`src/rtl/i2cst_pkg.sv`:
```
package i2cst_pkg;

    typedef enum logic [1:0] {
        PH_IDLE  = 2'd0,
        PH_SETUP = 2'd1,
        PH_HOLD  = 2'd2,
        PH_DONE  = 2'd3
    } phase_t;

    localparam int unsigned NUM_FLAGS = 4;
    localparam int unsigned FL_START  = 0;
    localparam int unsigned FL_IRQ    = 1;
    localparam int unsigned FL_WCOL   = 2;
    localparam int unsigned FL_BCOL   = 3;

    typedef struct packed {
        logic drop_en;
        logic tmr_load;
        logic tmr_halt;
        logic go_low;
        logic set_start;
        logic set_done;
        logic set_bcol;
    } seq_ctl_t;

    function automatic logic bus_free(input logic sda, input logic scl);
        return sda & scl;
    endfunction

    function automatic logic bus_held(input logic sda, input logic scl);
        return ~sda & ~scl;
    endfunction

endpackage

```
`src/rtl/i2cst_sync.sv`:
```
module i2cst_sync #(
    parameter int unsigned WIDTH  = 2,
    parameter int unsigned STAGES = 2
) (
    input  logic             clk,
    input  logic             rst,
    input  logic [WIDTH-1:0] d,
    output logic [WIDTH-1:0] q
);
    genvar g;
    generate
        for (g = 0; g < WIDTH; g++) begin : g_bit
            logic [STAGES-1:0] chain;
            always_ff @(posedge clk) begin
                if (rst) chain <= '1;
                else     chain <= {chain[STAGES-2:0], d[g]};
            end
            assign q[g] = chain[STAGES-1];
        end
    endgenerate
endmodule

```
`src/rtl/i2cst_brg.sv`:
```
module i2cst_brg #(
    parameter int unsigned DIV_W = 7
) (
    input  logic             clk,
    input  logic             rst,
    input  logic             load,
    input  logic             halt,
    input  logic [DIV_W-1:0] div,
    output logic             running,
    output logic             expire
);
    logic [DIV_W-1:0] cnt;

    assign expire = running && (cnt == '0);

    always_ff @(posedge clk) begin
        if (rst) begin
            cnt     <= '0;
            running <= 1'b0;
        end else if (load) begin
            cnt     <= div;
            running <= 1'b1;
        end else if (halt || expire) begin
            running <= 1'b0;
        end else if (running) begin
            cnt <= cnt - 1'b1;
        end
    end
endmodule

```
`src/rtl/i2cst_seq.sv`:
```
module i2cst_seq
    import i2cst_pkg::*;
(
    input  logic     clk,
    input  logic     rst,
    input  logic     en,
    input  logic     sda_s,
    input  logic     scl_s,
    input  logic     expire,
    output seq_ctl_t ctl,
    output phase_t   phase,
    output logic     sda_drive
);
    phase_t phase_nx;

    always_comb begin
        ctl      = '0;
        phase_nx = phase;
        unique case (phase)
            PH_IDLE: begin
                if (en) begin
                    if (bus_free(sda_s, scl_s)) begin
                        ctl.tmr_load = 1'b1;
                        phase_nx     = PH_SETUP;
                    end else if (bus_held(sda_s, scl_s)) begin
                        ctl.set_bcol = 1'b1;
                        ctl.drop_en  = 1'b1;
                    end
                end
            end
            PH_SETUP: begin
                if (!scl_s) begin
                    ctl.set_bcol = 1'b1;
                    ctl.drop_en  = 1'b1;
                    ctl.tmr_halt = 1'b1;
                    phase_nx     = PH_IDLE;
                end else if (expire) begin
                    if (sda_s) begin
                        ctl.go_low    = 1'b1;
                        ctl.set_start = 1'b1;
                        ctl.tmr_load  = 1'b1;
                        phase_nx      = PH_HOLD;
                    end else begin
                        ctl.set_bcol = 1'b1;
                        ctl.drop_en  = 1'b1;
                        ctl.tmr_halt = 1'b1;
                        phase_nx     = PH_IDLE;
                    end
                end
            end
            PH_HOLD: begin
                if (expire) begin
                    ctl.set_done = 1'b1;
                    ctl.drop_en  = 1'b1;
                    phase_nx     = PH_DONE;
                end
            end
            default: begin
                if (en) ctl.drop_en = 1'b1;
            end
        endcase
    end

    always_ff @(posedge clk) begin
        if (rst) begin
            phase     <= PH_IDLE;
            sda_drive <= 1'b0;
        end else begin
            phase     <= phase_nx;
            sda_drive <= sda_drive | ctl.go_low;
        end
    end


    drive_from_setup_chk: assert property (@(posedge clk) disable iff (rst)
        $rose(sda_drive) |-> (phase == PH_HOLD));


    hold_keeps_low_chk: assert property (@(posedge clk) disable iff (rst)
        (phase == PH_HOLD || phase == PH_DONE) |-> sda_drive);
endmodule

```
`src/rtl/i2c_start_gen.sv`:
```
module i2c_start_gen
    import i2cst_pkg::*;
#(
    parameter int unsigned DIV_W   = 7,
    parameter int unsigned CTL_W   = 5,
    parameter int unsigned BUF_W   = 8,
    parameter int unsigned SYNC_ST = 2
) (
    input  logic             clk,
    input  logic             rst,
    input  logic             ctl_wr,
    input  logic [CTL_W-1:0] ctl_wdata,
    output logic [CTL_W-1:0] ctl_q,
    input  logic [DIV_W-1:0] divisor,
    input  logic             buf_wr,
    input  logic [BUF_W-1:0] buf_wdata,
    output logic [BUF_W-1:0] buf_q,
    input  logic             sda_in,
    input  logic             scl_in,
    output logic             sda_oe,
    input  logic             clr_start,
    input  logic             clr_irq,
    input  logic             clr_wcol,
    input  logic             clr_bcol,
    output logic             start_seen,
    output logic             irq,
    output logic             wcol,
    output logic             bcol
);
    logic [1:0]           lines_s;
    logic                 busy;
    logic                 expire;
    logic                 tmr_run;
    seq_ctl_t             sc;
    phase_t               phase;
    logic [NUM_FLAGS-1:0] fl_set;
    logic [NUM_FLAGS-1:0] fl_clr;
    logic [NUM_FLAGS-1:0] fl_q;

    assign busy = ctl_q[0];

    i2cst_sync #(.WIDTH(2), .STAGES(SYNC_ST)) u_sync (
        .clk (clk),
        .rst (rst),
        .d   ({scl_in, sda_in}),
        .q   (lines_s)
    );

    i2cst_brg #(.DIV_W(DIV_W)) u_brg (
        .clk     (clk),
        .rst     (rst),
        .load    (sc.tmr_load),
        .halt    (sc.tmr_halt),
        .div     (divisor),
        .running (tmr_run),
        .expire  (expire)
    );

    i2cst_seq u_seq (
        .clk       (clk),
        .rst       (rst),
        .en        (busy),
        .sda_s     (lines_s[0]),
        .scl_s     (lines_s[1]),
        .expire    (expire),
        .ctl       (sc),
        .phase     (phase),
        .sda_drive (sda_oe)
    );

    always_ff @(posedge clk) begin
        if (rst)                 ctl_q    <= '0;
        else if (sc.drop_en)     ctl_q[0] <= 1'b0;
        else if (ctl_wr && !busy) ctl_q   <= ctl_wdata;
    end

    always_ff @(posedge clk) begin
        if (rst)                 buf_q <= '0;
        else if (buf_wr && !busy) buf_q <= buf_wdata;
    end

    assign fl_set[FL_START] = sc.set_start;
    assign fl_set[FL_IRQ]   = sc.set_done;
    assign fl_set[FL_WCOL]  = buf_wr && busy;
    assign fl_set[FL_BCOL]  = sc.set_bcol;
    assign fl_clr = {clr_bcol, clr_wcol, clr_irq, clr_start};

    genvar f;
    generate
        for (f = 0; f < NUM_FLAGS; f++) begin : g_flag
            always_ff @(posedge clk) begin
                if (rst) fl_q[f] <= 1'b0;
                else     fl_q[f] <= fl_set[f] | (fl_q[f] & ~fl_clr[f]);
            end
        end
    endgenerate

    assign start_seen = fl_q[FL_START];
    assign irq        = fl_q[FL_IRQ];
    assign wcol       = fl_q[FL_WCOL];
    assign bcol       = fl_q[FL_BCOL];


    buf_frozen_chk: assert property (@(posedge clk) disable iff (rst)
        (buf_wr && busy) |=> $stable(buf_q));


    ctl_frozen_chk: assert property (@(posedge clk) disable iff (rst)
        (busy && !sc.drop_en) |=> $stable(ctl_q));


    done_after_low_chk: assert property (@(posedge clk) disable iff (rst)
        $rose(irq) |-> (sda_oe && !busy));


    bcol_no_drive_chk: assert property (@(posedge clk) disable iff (rst)
        $rose(bcol) |-> (!sda_oe && !busy));


    setup_timed_chk: assert property (@(posedge clk) disable iff (rst)
        (phase == PH_SETUP) |-> tmr_run);
endmodule

```
`config.mk`:
```
export PLATFORM = sky130hd
export DESIGN_NAME = i2c_start_gen
export DESIGN_NICKNAME = d
export VERILOG_FILES = /design/src/rtl/i2cst_pkg.sv /design/src/rtl/i2cst_sync.sv /design/src/rtl/i2cst_brg.sv /design/src/rtl/i2cst_seq.sv /design/src/rtl/i2c_start_gen.sv
export SDC_FILE = /design/constraint.sdc
export NUM_CORES = 1
export LEC_CHECK = 0
export BUFFER_PORTS_ARGS = -buffer_cell sky130_fd_sc_hd__buf_2
export CORE_ASPECT_RATIO = 2
export CORE_MARGIN = 1
export CORE_UTILIZATION = 54
export DETAILED_ROUTE_END_ITERATION = 8
export PLACE_DENSITY_LB_ADDON = 0.3
export REMOVE_ABC_BUFFERS = 1
export SKIP_CTS_REPAIR_TIMING = 1
export SLEW_MARGIN = 25
export SYNTH_ARGS = -nofsm -noshare
export SYNTH_HDL_FRONTEND = slang
export SYNTH_SLANG_ARGS = --single-unit
export TNS_END_PERCENT = 10
```
`constraint.sdc`:
```
create_clock -name clk -period 5.3 [get_ports clk]
set_input_delay 0.53 -clock clk [delete_from_list [all_inputs] [get_ports clk]]
set_output_delay 0.53 -clock clk [all_outputs]
set_load 0.005 [all_outputs]
```
# Yosys cells after proc, flatten, opt, wreduce, memory -nomap -nowiden

Index checks and enable logic that the tools add are counted.

Bitwise gates (word level): 18
Equal/unequal tests: 7
$add $sub $neg: 1
Reductions and logical operators: 15
Mux-type cells: 34

Operators by type and width:

| kind                | number |
|---|---|
| $mux 7              | 3 |
| $mux 2              | 9 |
| $mux 1              | 16 |
| $logic_not 7->1     | 1 |
| $not 1->1           | 7 |
| $sub 7x1->7 const B | 1 |
| $and 1x1->1         | 6 |
| $pmux 2 s3          | 1 |
| $mux 5              | 1 |
| $or 1x1->1          | 5 |
| $reduce_and 5->1    | 1 |
| $logic_and 1x1->1   | 4 |
| $ne 2x1->1 const B  | 2 |
| $ne 2x2->1 const B  | 2 |
| $pmux 1 s2          | 2 |
| $reduce_and 2->1    | 2 |
| $reduce_bool 2->1   | 2 |
| $mux 3              | 1 |
| $ne 3x3->1 const B  | 1 |
| $pmux 1 s3          | 1 |
| $reduce_bool 3->1   | 1 |
| $eq 2x1->1 const B  | 1 |
| $eq 2x2->1 const B  | 1 |
| $logic_not 2->1     | 1 |
| other kinds (3)     | 3 |

Register bits: 32
Bits of input ports: 30
Output and inout bits: 18
Word-level logic and storage cells: 88

# Logic depth before layout (Yosys ltp)

Gate-level depths: netlist of the first run.

Word-level depth: 8
Mapped depth: 7
Depth with buffers taken out: 6

# Cells and area by module

Synthesis of the first run repeated with hierarchy kept, for this count alone.

Cells, all modules: 165
Area, all modules: 1526.5 µm²

By module, submodules not included:

| module        | times used | area each (µm²) | seq. area each (µm²) | cells each |
|---|---|---|---|---|
| i2c_start_gen | 1          | 609.3           | 340.3                | 60 |
| i2cst_brg     | 1          | 476.7           | 160.2                | 56 |
| i2cst_seq     | 1          | 320.3           | 60.1                 | 39 |
| i2cst_sync    | 1          | 120.1           | 80.1                 | 10 |

# Worst setup path after synthesis of the first run

OpenSTA, ideal clock, no wires.

Path type: flip-flop to flip-flop
Start point: register u_seq.phase[1]
End point: register u_brg.cnt[3]
Setup time: 91 ps
Required time: 5209 ps
Buffers on the path: 0
Data arrival time: 1669 ps
Path slack: 3540 ps
Period minus slack after synthesis: 1760 ps
Cell stages (with the launch flop): 7
Cell sequence: dfxtp_1 -> inv_1 -> ha_1 -> nand2b_1 -> nand3_1 -> or4_2 -> a311oi_1

Word-level cells in the longest chain between the ends: 5
Elaborated cells between the ends (all ways): 9
Classes of those cells: eq/ne (2); mux (3); reduce/logical (4)

RTL lines:

| what                       | line            | text |
|---|---|---|
| from (decl)                | i2cst_seq.sv:11 | `output phase_t phase,` |
| from (signal assigned)     | i2cst_seq.sv:69 | `phase <= phase_nx;` |
| $eq 2x1->1                 | i2cst_seq.sv:19 | `unique case (phase)` |
| $mux 3                     | i2cst_seq.sv:19 |  |
| $logic_or 1x1->1           | i2cst_brg.sv:23 | `end else if (halt \|\| expire) begin` |
| $ne 2x1->1 (no line)       | --              |  |
| $reduce_and 2->1 (no line) | --              |  |
| to (signal assigned)       | i2cst_brg.sv:21 | `cnt <= div;` |
| to (signal assigned)       | i2cst_brg.sv:26 | `cnt <= cnt - 1'b1;` |
| to (decl)                  | i2cst_brg.sv:12 | `logic [DIV_W-1:0] cnt;` |

Several ways; a longest one is shown, not always the timed one.
A chain may end at the register's enable or synchronous reset.

# Worst setup path after layout of the first run

Start point: register u_brg.cnt[0]
End point: register u_brg.cnt[2]

Word-level cells in the longest chain between the ends: 8
Elaborated cells between the ends (all ways): 15
Classes of those cells: add/sub (1); eq/ne (1); mux (8); reduce/logical (5)

RTL lines:

| what                       | line            | text |
|---|---|---|
| $logic_not 7->1            | i2cst_brg.sv:14 | `assign expire = running && (cnt == '0);` |
| $logic_and 1x1->1          | i2cst_brg.sv:14 |  |
| $mux 5                     | i2cst_seq.sv:37 | `end else if (expire) begin` |
| $mux 1                     | i2cst_seq.sv:32 | `if (!scl_s) begin` |
| $mux 3                     | i2cst_seq.sv:19 |  |
| $logic_or 1x1->1           | i2cst_brg.sv:23 |  |
| $ne 2x1->1 (no line)       | --              |  |
| $reduce_and 2->1 (no line) | --              |  |

Several ways; a longest one is shown, not always the timed one. The select of a mux whose other input is x is not followed.

==> impl_metrics.toml, run 1 <==
[outcome]
status = "finished clean"

[power]
power.internal_uw = 434.5
seqPwrFrac = 0.452
leakagePower_nw = 0.8320
switching_power_uw = 195.1
power_density_nw_per_um2 = 342.1
finalPower_uw = 629.6
pwr-share-comb = 0.227
p_sw_frac = 0.3099
peakVddDrop_uv = 241.5
power.share.clock = 0.321

[yosys]
async_reset_ff_frac = 0
ys_seq_area_frac = 0.4221
ys_ff_latch = 32
dominantRegCellSynth = "dfxtp_1"
synth_cell_types = 39
avgSynthCellArea_um2 = 9.254
syn_area_um2 = 1518
synth_edf_count = 0
syn_inst = 164
ys_warn_count = 0

[cts]
clkLatencyLatePin_ns = 0.29
cts-root-buf = "clkbuf_8"
cts_tree = "built"
cts.sinks = 32
cts_buffers = 5
htreeDepth = 2
path_clk_slew_ns = 0.07
clockBufferDepth = 2

[sta]
slew_violations = 0
max_freq_ghz = 0.4942
setup_ws_ns = 3.277
timing.final.crit_share = 0.3818
hold_viol_final = 0
clock-skew-final_ns = 0.004314
setup_viol = 0
final.min_clock_period_ns = 2.023
slew_headroom = 0.4356
tightest_slew_ns = 0.8449
setup_tns_ns = 0
rsz0062_at_grt = "no"

[routing]
vias = 1392
vias_per_cell = 5.800
drc_errors = 0
wl_per_cell_um = 14.23
ant_nets = 0
drt_wl_total_mm = 3.416
drt-pass1-iter-count = 4
drt_iter0_drc = 49

[worst_setup_path]
critPathLaunchType = "register"
required_ns = 5.46
r2r-start = "u_brg.cnt[0]$_SDFFE_PP0P_"
critPathArrivalTime_ns = 2.18
critPathLaunch = "u_brg.cnt[0]$_SDFFE_PP0P_"
path_class = "reg -> reg"
cp_max_fo = 8
regToRegSetupSlack_ns = 3.28
endpoint_kind = "register"

[floorplanning]
rows = 26
pin_count = 48
initial_core_util = 0.5832
fp.coreArea_um2 = 2603
die_area_um2 = 3039
die_w_um = 39.49
dieHeight_um = 76.98

[finish]
multi_input_comb_area_um2 = 805.8
n_antenna_cell = 0
drive_above_1_share = 0.3208
postLayoutCellArea_um2 = 1841
final_cells = 240
nNetsFinal = 248
area_growth_pct = 21.27
ff_latch_area_um2 = 640.6
n_fill_cell = 207

[place]
port_buffers = 47
dp.cells = 232
pre_cts_slack_ns = 3.289
globalplace.congestion = 0.7969
dp_hpwl_mm = 2.522
placed_cell_area_um2 = 1743

[grt]
grt_usage = 0.2634
grt_antenna_before_repair = 0
grt_max_degree = 27
grt_pass1_wl_mm = 5.720
grt_overflow = 0
first_global_vias = 1446

[hold_path]
hp-class = "reg -> reg"
min_from = "u_sync.g_bit[1].chain[0]$_SDFF_PP1_"

[job]
cap_violations = 0
==> sequential cells by signal, summed over array words and instances, names as in the netlist <==
name                cells
bcol                    1
ctl_q                   5
u_brg.cnt               7
u_sync.g_bit.chain      4
buf_q                   8
irq                     1
wcol                    1
u_seq.sda_drive         1
start_seen              1
u_brg.running           1
u_seq.phase             2
==> synthesized netlist by cell type, types with 2 or more instances <==
library cell	count	area, µm²
a21o_1	2	15.01
a21oi_1	12	60.06
a311oi_1	3	26.28
a31o_2	2	17.52
buf_4	3	22.52
clkbuf_1	3	11.26
dfxtp_1	32	640.6
ha_1	7	87.58
inv_1	7	26.28
mux2i_1	15	150.1
nand2_1	15	56.30
nand2b_1	4	25.02
nand3_1	3	15.01
nand4_1	4	25.02
nor2_1	13	48.80
nor2b_1	4	25.02
nor3_1	5	25.02
o21ai_0	2	10.01
o31ai_1	4	30.03
or2_2	5	31.28
==> layout by cell type, fill, tap and decap left out, types with 2 or more instances in the layout <==
master,synthesis,final
o31ai_1,4,4
a31o_2,2,2
dfxtp_1,32,32
nand2b_1,4,4
clkinvlp_4,0,2
clkbuf_8,0,6
mux2i_1,15,15
o21ai_0,2,2
nor2_1,13,13
ha_1,7,7
nor3_1,5,5
nand4_1,4,4
inv_1,7,7
or2_2,5,5
a21oi_1,12,12
nand2_1,15,15
nor2b_1,4,4
a21o_1,2,2
a311oi_1,3,3
nand3_1,3,3
buf_2,0,47
==> layout make-up <==
cell class,count,area share
sequential,32,0.3481
inverter,7,0.01428
tap,28,0.01903
clock inverter,2,0.008158
clock buffer,6,0.04487
multi-input combinational,118,0.4378
timing repair buffer,47,0.1278
==> worst paths after layout <==
check	endpoint	cells past startpoint
worst min-delay path	u_sync.g_bit[1].chain[1]$_SDFF_PP1_	1
worst min register to register	u_sync.g_bit[1].chain[1]$_SDFF_PP1_	1
worst max-delay path	u_brg.cnt[2]$_SDFFE_PP0P_	6
worst max register to register	u_brg.cnt[2]$_SDFFE_PP0P_	6
==> stage by stage <==
stage               hold slack, ns  utilization
floorplan                   0.3895            -
global placement            0.3930       0.6697
detailed placement          0.3945       0.6697
CTS                         0.4092       0.7072
global route                0.4214       0.7072
finish                      0.4103       0.7072
==> power by group through the flow <==
stage	logic (mW)	clock network, mW	registers, mW
2_1_floorplan	0.0975	0	0.285
3_3_place_gp	0.134	0	0.287
3_5_place_dp	0.142	0	0.288
4_1_cts	0.143	0.204	0.284
5_1_grt	0.159	0.213	0.287
6_report	0.143	0.202	0.285
==> cells by family (layout without fill, tap and decap cells) <==
kind of cell	count (synthesis)	after routing	synth area share
AOI/OAI and AO/OA	33	33	0.1517
xor gates and xnor gates	1	1	0.005772
DFF	32	32	0.4221
buffers and inverters	14	62	0.04699
and+or+nand+nor	61	61	0.2094
muxes	16	16	0.1063
adders and majority gates	7	7	0.05771
==> critical path, stage by stage, from the launching register on <==
cell      delay (ns)
dfxtp_1         0.34
inv_1           0.08
ha_1            0.23
and3b_1         0.21
a32oi_1         0.57
or2_2           0.34
a311oi_1        0.12
==> metal layers <==
metal,global-route usage,wire length (µm)
met1,0.2295,1215
met2,0.4852,1917
met3,0.06647,204
met4,0.1345,77
met5,0,0
Note: power is estimated with default switching activity, not from simulation.
==> run 2: changes to the inputs <==
- ABC_AREA: not set -> 1
- CORE_UTILIZATION: 54 -> 45
- clock period: 5.3 -> 1.75 ns (I/O delays scaled with it)
==> run 2 against run 1 <==
The flow now finishes with violations (design-rule violations); sequential power grew to 3.3 times the previous value; first-iteration DRC count shrank 61%; clock skew decreased by 0.00060 ns.
==> impl_metrics.toml, run 2 <==
[outcome]
status = "finished with violations"
violations = "design-rule violations"

[power]
peakVddDrop_uv = 765.2
finalPower_mw = 2.528
power_density_nw_per_um2 = 1310
leakagePower_nw = 1.017

[yosys]
syn_inst = 217
dominantRegCellSynth = "dfxtp_1"
async_reset_ff_frac = 0
avgSynthCellArea_um2 = 7.248
ys_ff_latch = 32
synth_area_leaders = "dfxtp_1 (41%), nor2_1 (9.8%), nand2_1 (8.4%)"
synth_top_area_cell = "dfxtp_1"
synth_top_cells_by_count = "nor2_1 (41), nand2_1 (35), dfxtp_1 (32)"
yosysMostFrequentCell = "nor2_1"
synth_edf_count = 0
ys_warn_count = 0
synth_top_area_share = 0.4073
ys_seq_area_frac = 0.4073
syn_area_um2 = 1573
synth_cell_types = 28

[grt]
grt_antenna_before_repair = 0
grt_pass1_wl_mm = 5.464
grt_usage = 0.1923
first_global_vias = 1382
grt_overflow = 0
grt_max_degree = 16

[worst_setup_path]
endpoint_kind = "register"
cp_num_buf_inv = 3
critPathArrivalTime_ns = 1.73
crit_slowest_cell = "dfxtp_1"
cp_max_fo = 12
path_cells = "inv_1 -> ha_1 -> nand2_1 -> nand2_8 -> inv_2 -> nand2_4 -> nand2_4 -> inv_2 -> nand2_1 -> nand2_1"
max_stage_delay_ns = 0.40
path_common_cell = "nand2_1"
required_ns = 1.92
path_class = "reg -> reg"
critPathLaunchType = "register"
cp_top_family = "simple AND/OR/NAND/NOR gates"

[place]
globalplace.congestion = 0.8462
placed_cell_area_um2 = 1822
port_buffers = 47
dp_hpwl_mm = 2.618

[finish]
nNetsFinal = 304
reg_top3 = "buf_q (8), u_brg.cnt (7), ctl_q (5)"
final_common_cell = "buf_2"
largest_reg_flops = 8
area_growth_pct = 22.67
drive_above_1_share = 0.2921
most-common-layout-cells = "buf_2 (47), nor2_1 (40), nand2_1 (35)"
top_register = "buf_q"
fin_util = 0.5711
n_antenna_cell = 0
postLayoutCellArea_um2 = 1929
n_fill_cell = 349

[floorplanning]
rows = 30
die_w_um = 43.81
pin_count = 48
dieHeight_um = 85.61
die_area_um2 = 3750
fp.coreArea_um2 = 3378
initial_core_util = 0.4656

[routing]
drt_wl_total_mm = 3.365
vias = 1465
vias_per_cell = 4.900
ant_nets = 0
drt-pass1-iter-count = 6
drt_iter0_drc = 19
drc_errors = 6
wl_per_cell_um = 11.25

[cts]
cts_tree = "built"
cts_buffers = 5
htreeDepth = 2
clkLatencyLatePin_ns = 0.28
cts-root-buf = "clkbuf_8"
clockBufferDepth = 2
path_clk_slew_ns = 0.06
cts.sinks = 32

[job]
cap_violations = 0

[sta]
slew_headroom = 0.6918
setup_tns_ns = 0
final.min_clock_period_ns = 1.564
timing.final.crit_share = 0.8938
slew_violations = 0
fin_hold_ws_ns = 0.07724
max_freq_ghz = 0.6393
setup_viol = 0
rsz0062_at_grt = "no"
tightest_slew_ns = 0.4607
hold_viol_final = 0
clock-skew-final_ns = 0.003717

[hold_path]
hp-class = "in -> reg"
==> run 2: cell count changes after synthesis, moves of 6 or more <==
| cell | delta |
|---|---|
| inv_1 | +21 |
| mux2i_1 | -15 |
| nand2_1 | +20 |
| nand3_1 | +6 |
| nor2_1 | +28 |
| o21ai_0 | +15 |
==> run 2: worst paths after layout <==
| check | startpoint | to | slack (ns) | depth (start not counted) |
|---|---|---|---|---|
| hold / removal | sda_in | u_sync.g_bit[0].chain[0]$_SDFF_PP1_ | 0.08 | 2 |
| setup reg to reg | u_seq.phase[0]$_SDFFE_PP0P_ | u_brg.cnt[2]$_SDFFE_PP0P_ | 0.19 | 10 |
| hold reg to reg | u_sync.g_bit[0].chain[0]$_SDFF_PP1_ | u_sync.g_bit[0].chain[1]$_SDFF_PP1_ | 0.41 | 1 |
| setup / recovery | u_seq.phase[0]$_SDFFE_PP0P_ | u_brg.cnt[2]$_SDFFE_PP0P_ | 0.19 | 10 |
==> run 2: power breakdown <==
| part | internal (mW) | leakage [nW] | total, mW | switching [mW] |
|---|---|---|---|---|
| Sequential | 0.852 | 0.264 | 0.949 | 0.0968 |
| Clock | 0.350 | 0.0503 | 0.597 | 0.247 |
| Combinational | 0.385 | 0.703 | 0.982 | 0.597 |
| Total | 1.59 | 1.02 | 2.53 | 0.941 |
==> run 2: metrics by stage <==
stage,instances,setup slack [ns]
after global routing,299,0.03224
after floorplan,212,0.2839
after CTS,299,0.1199
final,299,0.1859
after detailed placement,292,0.1375
after global placement,292,0.1795
==> run 2: area by class of cell <==
type,instances,area [µm²],area share
inverter,31,116.4,0.06031
clock buffer,7,96.34,0.04994
timing repair buffer,48,242.7,0.1258
multi-input combinational,149,793.3,0.4112
tap,32,40.04,0.02075
sequential,32,640.6,0.3320
==> run 2: kinds of logic after synthesis <==
family / share of synthesized area
xor gates and xnor gates: 0.01114
adders and majority gates: 0.05569
DFF: 0.4073
and+or+nand+nor: 0.3047
AOI/OAI and AO/OA: 0.1257
buffers and inverters: 0.09546
==> run 2: layer usage <==
| layer | share of wire | global-route usage | vias to the layer above |
|---|---|---|---|
| li1 | - | - | 771 |
| met1 | 0.35 | 0.1560 | 644 |
| met2 | 0.59 | 0.3813 | 43 |
| met3 | 0.039 | 0.04421 | 7 |
| met4 | 0.026 | 0.1108 | 0 |
| met5 | 0 | 0 | - |
==> run 3: changes to the inputs <==
- BUFFER_PORTS_ARGS: -buffer_cell sky130_fd_sc_hd__buf_2 -> -buffer_cell sky130_fd_sc_hd__buf_4
==> run 3 against run 2 <==
The run still ends with design-rule violations left; total power increased by 9.1%; utilization grew 5.1 points; clock skew about the same; via count grew 0.27%; worst hold slack got worse by 0.0050 ns; maximum frequency is 3.3% lower; sequential share of layout area is 2.7 points lower; sequential power hardly changed; critical path type unchanged.
==> impl_metrics.toml, run 3 (synthesis gave the netlist of run 2 again) <==
[outcome]
status = "finished with violations"
violations = "design-rule violations"

[sta]
max_freq_ghz = 0.6182
slew_headroom = 0.6949
hold_viol_final = 0
slew_violations = 0
setup_ws_ns = 0.1323
setup_viol = 0
clock-skew-final_ns = 0.003913
final.min_clock_period_ns = 1.618
rsz0062_at_grt = "yes"
setup_tns_ns = 0
tightest_slew_ns = 0.4560
fin_hold_ws_ns = 0.07228
timing.final.crit_share = 0.9244

[place]
dp_hpwl_mm = 2.576
pre_cts_slack_ns = 0.1376
dp.cells = 292
globalplace.congestion = 0.7996
port_buffers = 47

[cts]
cts_tree = "built"
clockBufferDepth = 2
path_clk_slew_ns = 0.07
cts-root-buf = "clkbuf_8"
cts_buffers = 5
cts.sinks = 32
htreeDepth = 2
clkLatencyLatePin_ns = 0.28

[power]
power.share.clock = 0.277
switching_power_uw = 973.2
p_sw_frac = 0.3527
finalPower_mw = 2.759
power.internal_mw = 1.786
pwr-share-comb = 0.379
leakagePower_nw = 1.073
power_density_nw_per_um2 = 1313
seqPwrFrac = 0.344
peakVddDrop_uv = 872.2

[routing]
drt_wl_total_mm = 3.403
drc_errors = 5
vias = 1469
wl_per_cell_um = 11.27
wl_met3_um = 122
top_layer_used = "met4"
wl_met1_mm = 1.155
wl_met2_mm = 2.031
drt-pass1-iter-count = 6
drt_iter0_drc = 38
ant_nets = 0
vias_per_cell = 4.864

[grt]
grt_max_degree = 16
grt_overflow = 0
first_global_vias = 1320
grt_usage = 0.1958
grt_pass1_wl_mm = 5.478
grt_antenna_before_repair = 0

[floorplanning]
die_area_um2 = 3750
rows = 30
dieHeight_um = 85.61
pin_count = 48
initial_core_util = 0.4656
fp.coreArea_um2 = 3378
die_w_um = 43.81

[worst_setup_path]
regToRegSetupSlack_ns = 0.13
cp_num_buf_inv = 1
critPathLaunchType = "register"
worst_r2r_endpoint = "u_brg.cnt[0]$_SDFFE_PP0P_"
critPathArrivalTime_ns = 1.79
crit_slowest_cell = "dfxtp_1"
path_cells = "inv_1 -> ha_1 -> nand3_2 -> o21ai_2 -> nand2_2 -> nand3b_2 -> nand2_4 -> o21ai_0 -> nor2_1"
endpoint_kind = "register"
critPathLaunch = "u_brg.cnt[1]$_SDFFE_PP0P_"
path_class = "reg -> reg"
crit_path_end = "u_brg.cnt[0]$_SDFFE_PP0P_"
cp_max_fo = 8
cp_top_family = "simple AND/OR/NAND/NOR gates"
required_ns = 1.92
path_depth = 9
max_stage_delay_ns = 0.31
r2r.worst_path.cells = 9
r2r-start = "u_brg.cnt[1]$_SDFFE_PP0P_"

[finish]
n_fill_cell = 347
area_growth_pct = 33.57
nNetsFinal = 306
top_register = "buf_q"
final_cells = 302
most-common-layout-cells = "buf_4 (49), nor2_1 (40), nand2_1 (35)"
drive_above_1_share = 0.3037
largest_reg_flops = 8
n_antenna_cell = 0
reg_top3 = "buf_q (8), u_brg.cnt (7), ctl_q (5)"
final_common_cell = "buf_4"

[hold_path]
hp-class = "in -> reg"

[job]
cap_violations = 0
[run 3: worst min path at each step]
stage	start	to	slack [ns]	depth (start not counted)
floorplan	rst	irq$_SDFF_PP0_	0.24	1
global placement	scl_in	u_sync.g_bit[1].chain[0]$_SDFF_PP1_	0.36	2
detailed placement	scl_in	u_sync.g_bit[1].chain[0]$_SDFF_PP1_	0.36	2
CTS	scl_in	u_sync.g_bit[1].chain[0]$_SDFF_PP1_	0.06	2
global route	scl_in	u_sync.g_bit[1].chain[0]$_SDFF_PP1_	0.06	2
finish	sda_in	u_sync.g_bit[0].chain[0]$_SDFF_PP1_	0.07	2
[run 3: stage by stage]
step	instance area, µm²	util
CTS	2066	0.6115
detailed placement	1939	0.5741
global placement	1939	0.5741
global route	2101	0.6219
floorplan	1539	-
finish	2101	0.6219
[run 3: layer usage]
metal	GRT usage	up-vias
li1	-	779
met1	0.1708	648
met2	0.3881	36
met3	0.03368	6
met4	0.1023	0
met5	0	-
[run 3: power by group through the flow]
stage               clock [mW]  combinational, mW  sequential, mW
global placement             0               1.01           0.963
global route             0.823               1.21           0.964
CTS                      0.790               1.02           0.949
finish                   0.764               1.04           0.950
detailed placement           0               1.01           0.966
floorplan                    0              0.743           0.949
[run 3: cell type report]
cell class	instances	area, µm²	area share
multi-input combinational	150	809.5	0.3853
clock buffer	7	96.34	0.04586
sequential	32	640.6	0.3049
inverter	31	116.4	0.05539
tap	32	40.04	0.01906
timing repair buffer	49	367.9	0.1751
clock inverter	1	30.03	0.01429
[run 3: worst reg2reg max path, cell delays in order, from the launching register on]
cell and delay, ns:
dfxtp_1 0.31, inv_1 0.09, ha_1 0.17, nand3_2 0.13
o21ai_2 0.22, nand2_2 0.11, nand3b_2 0.15, nand2_4 0.10
o21ai_0 0.18, nor2_1 0.05
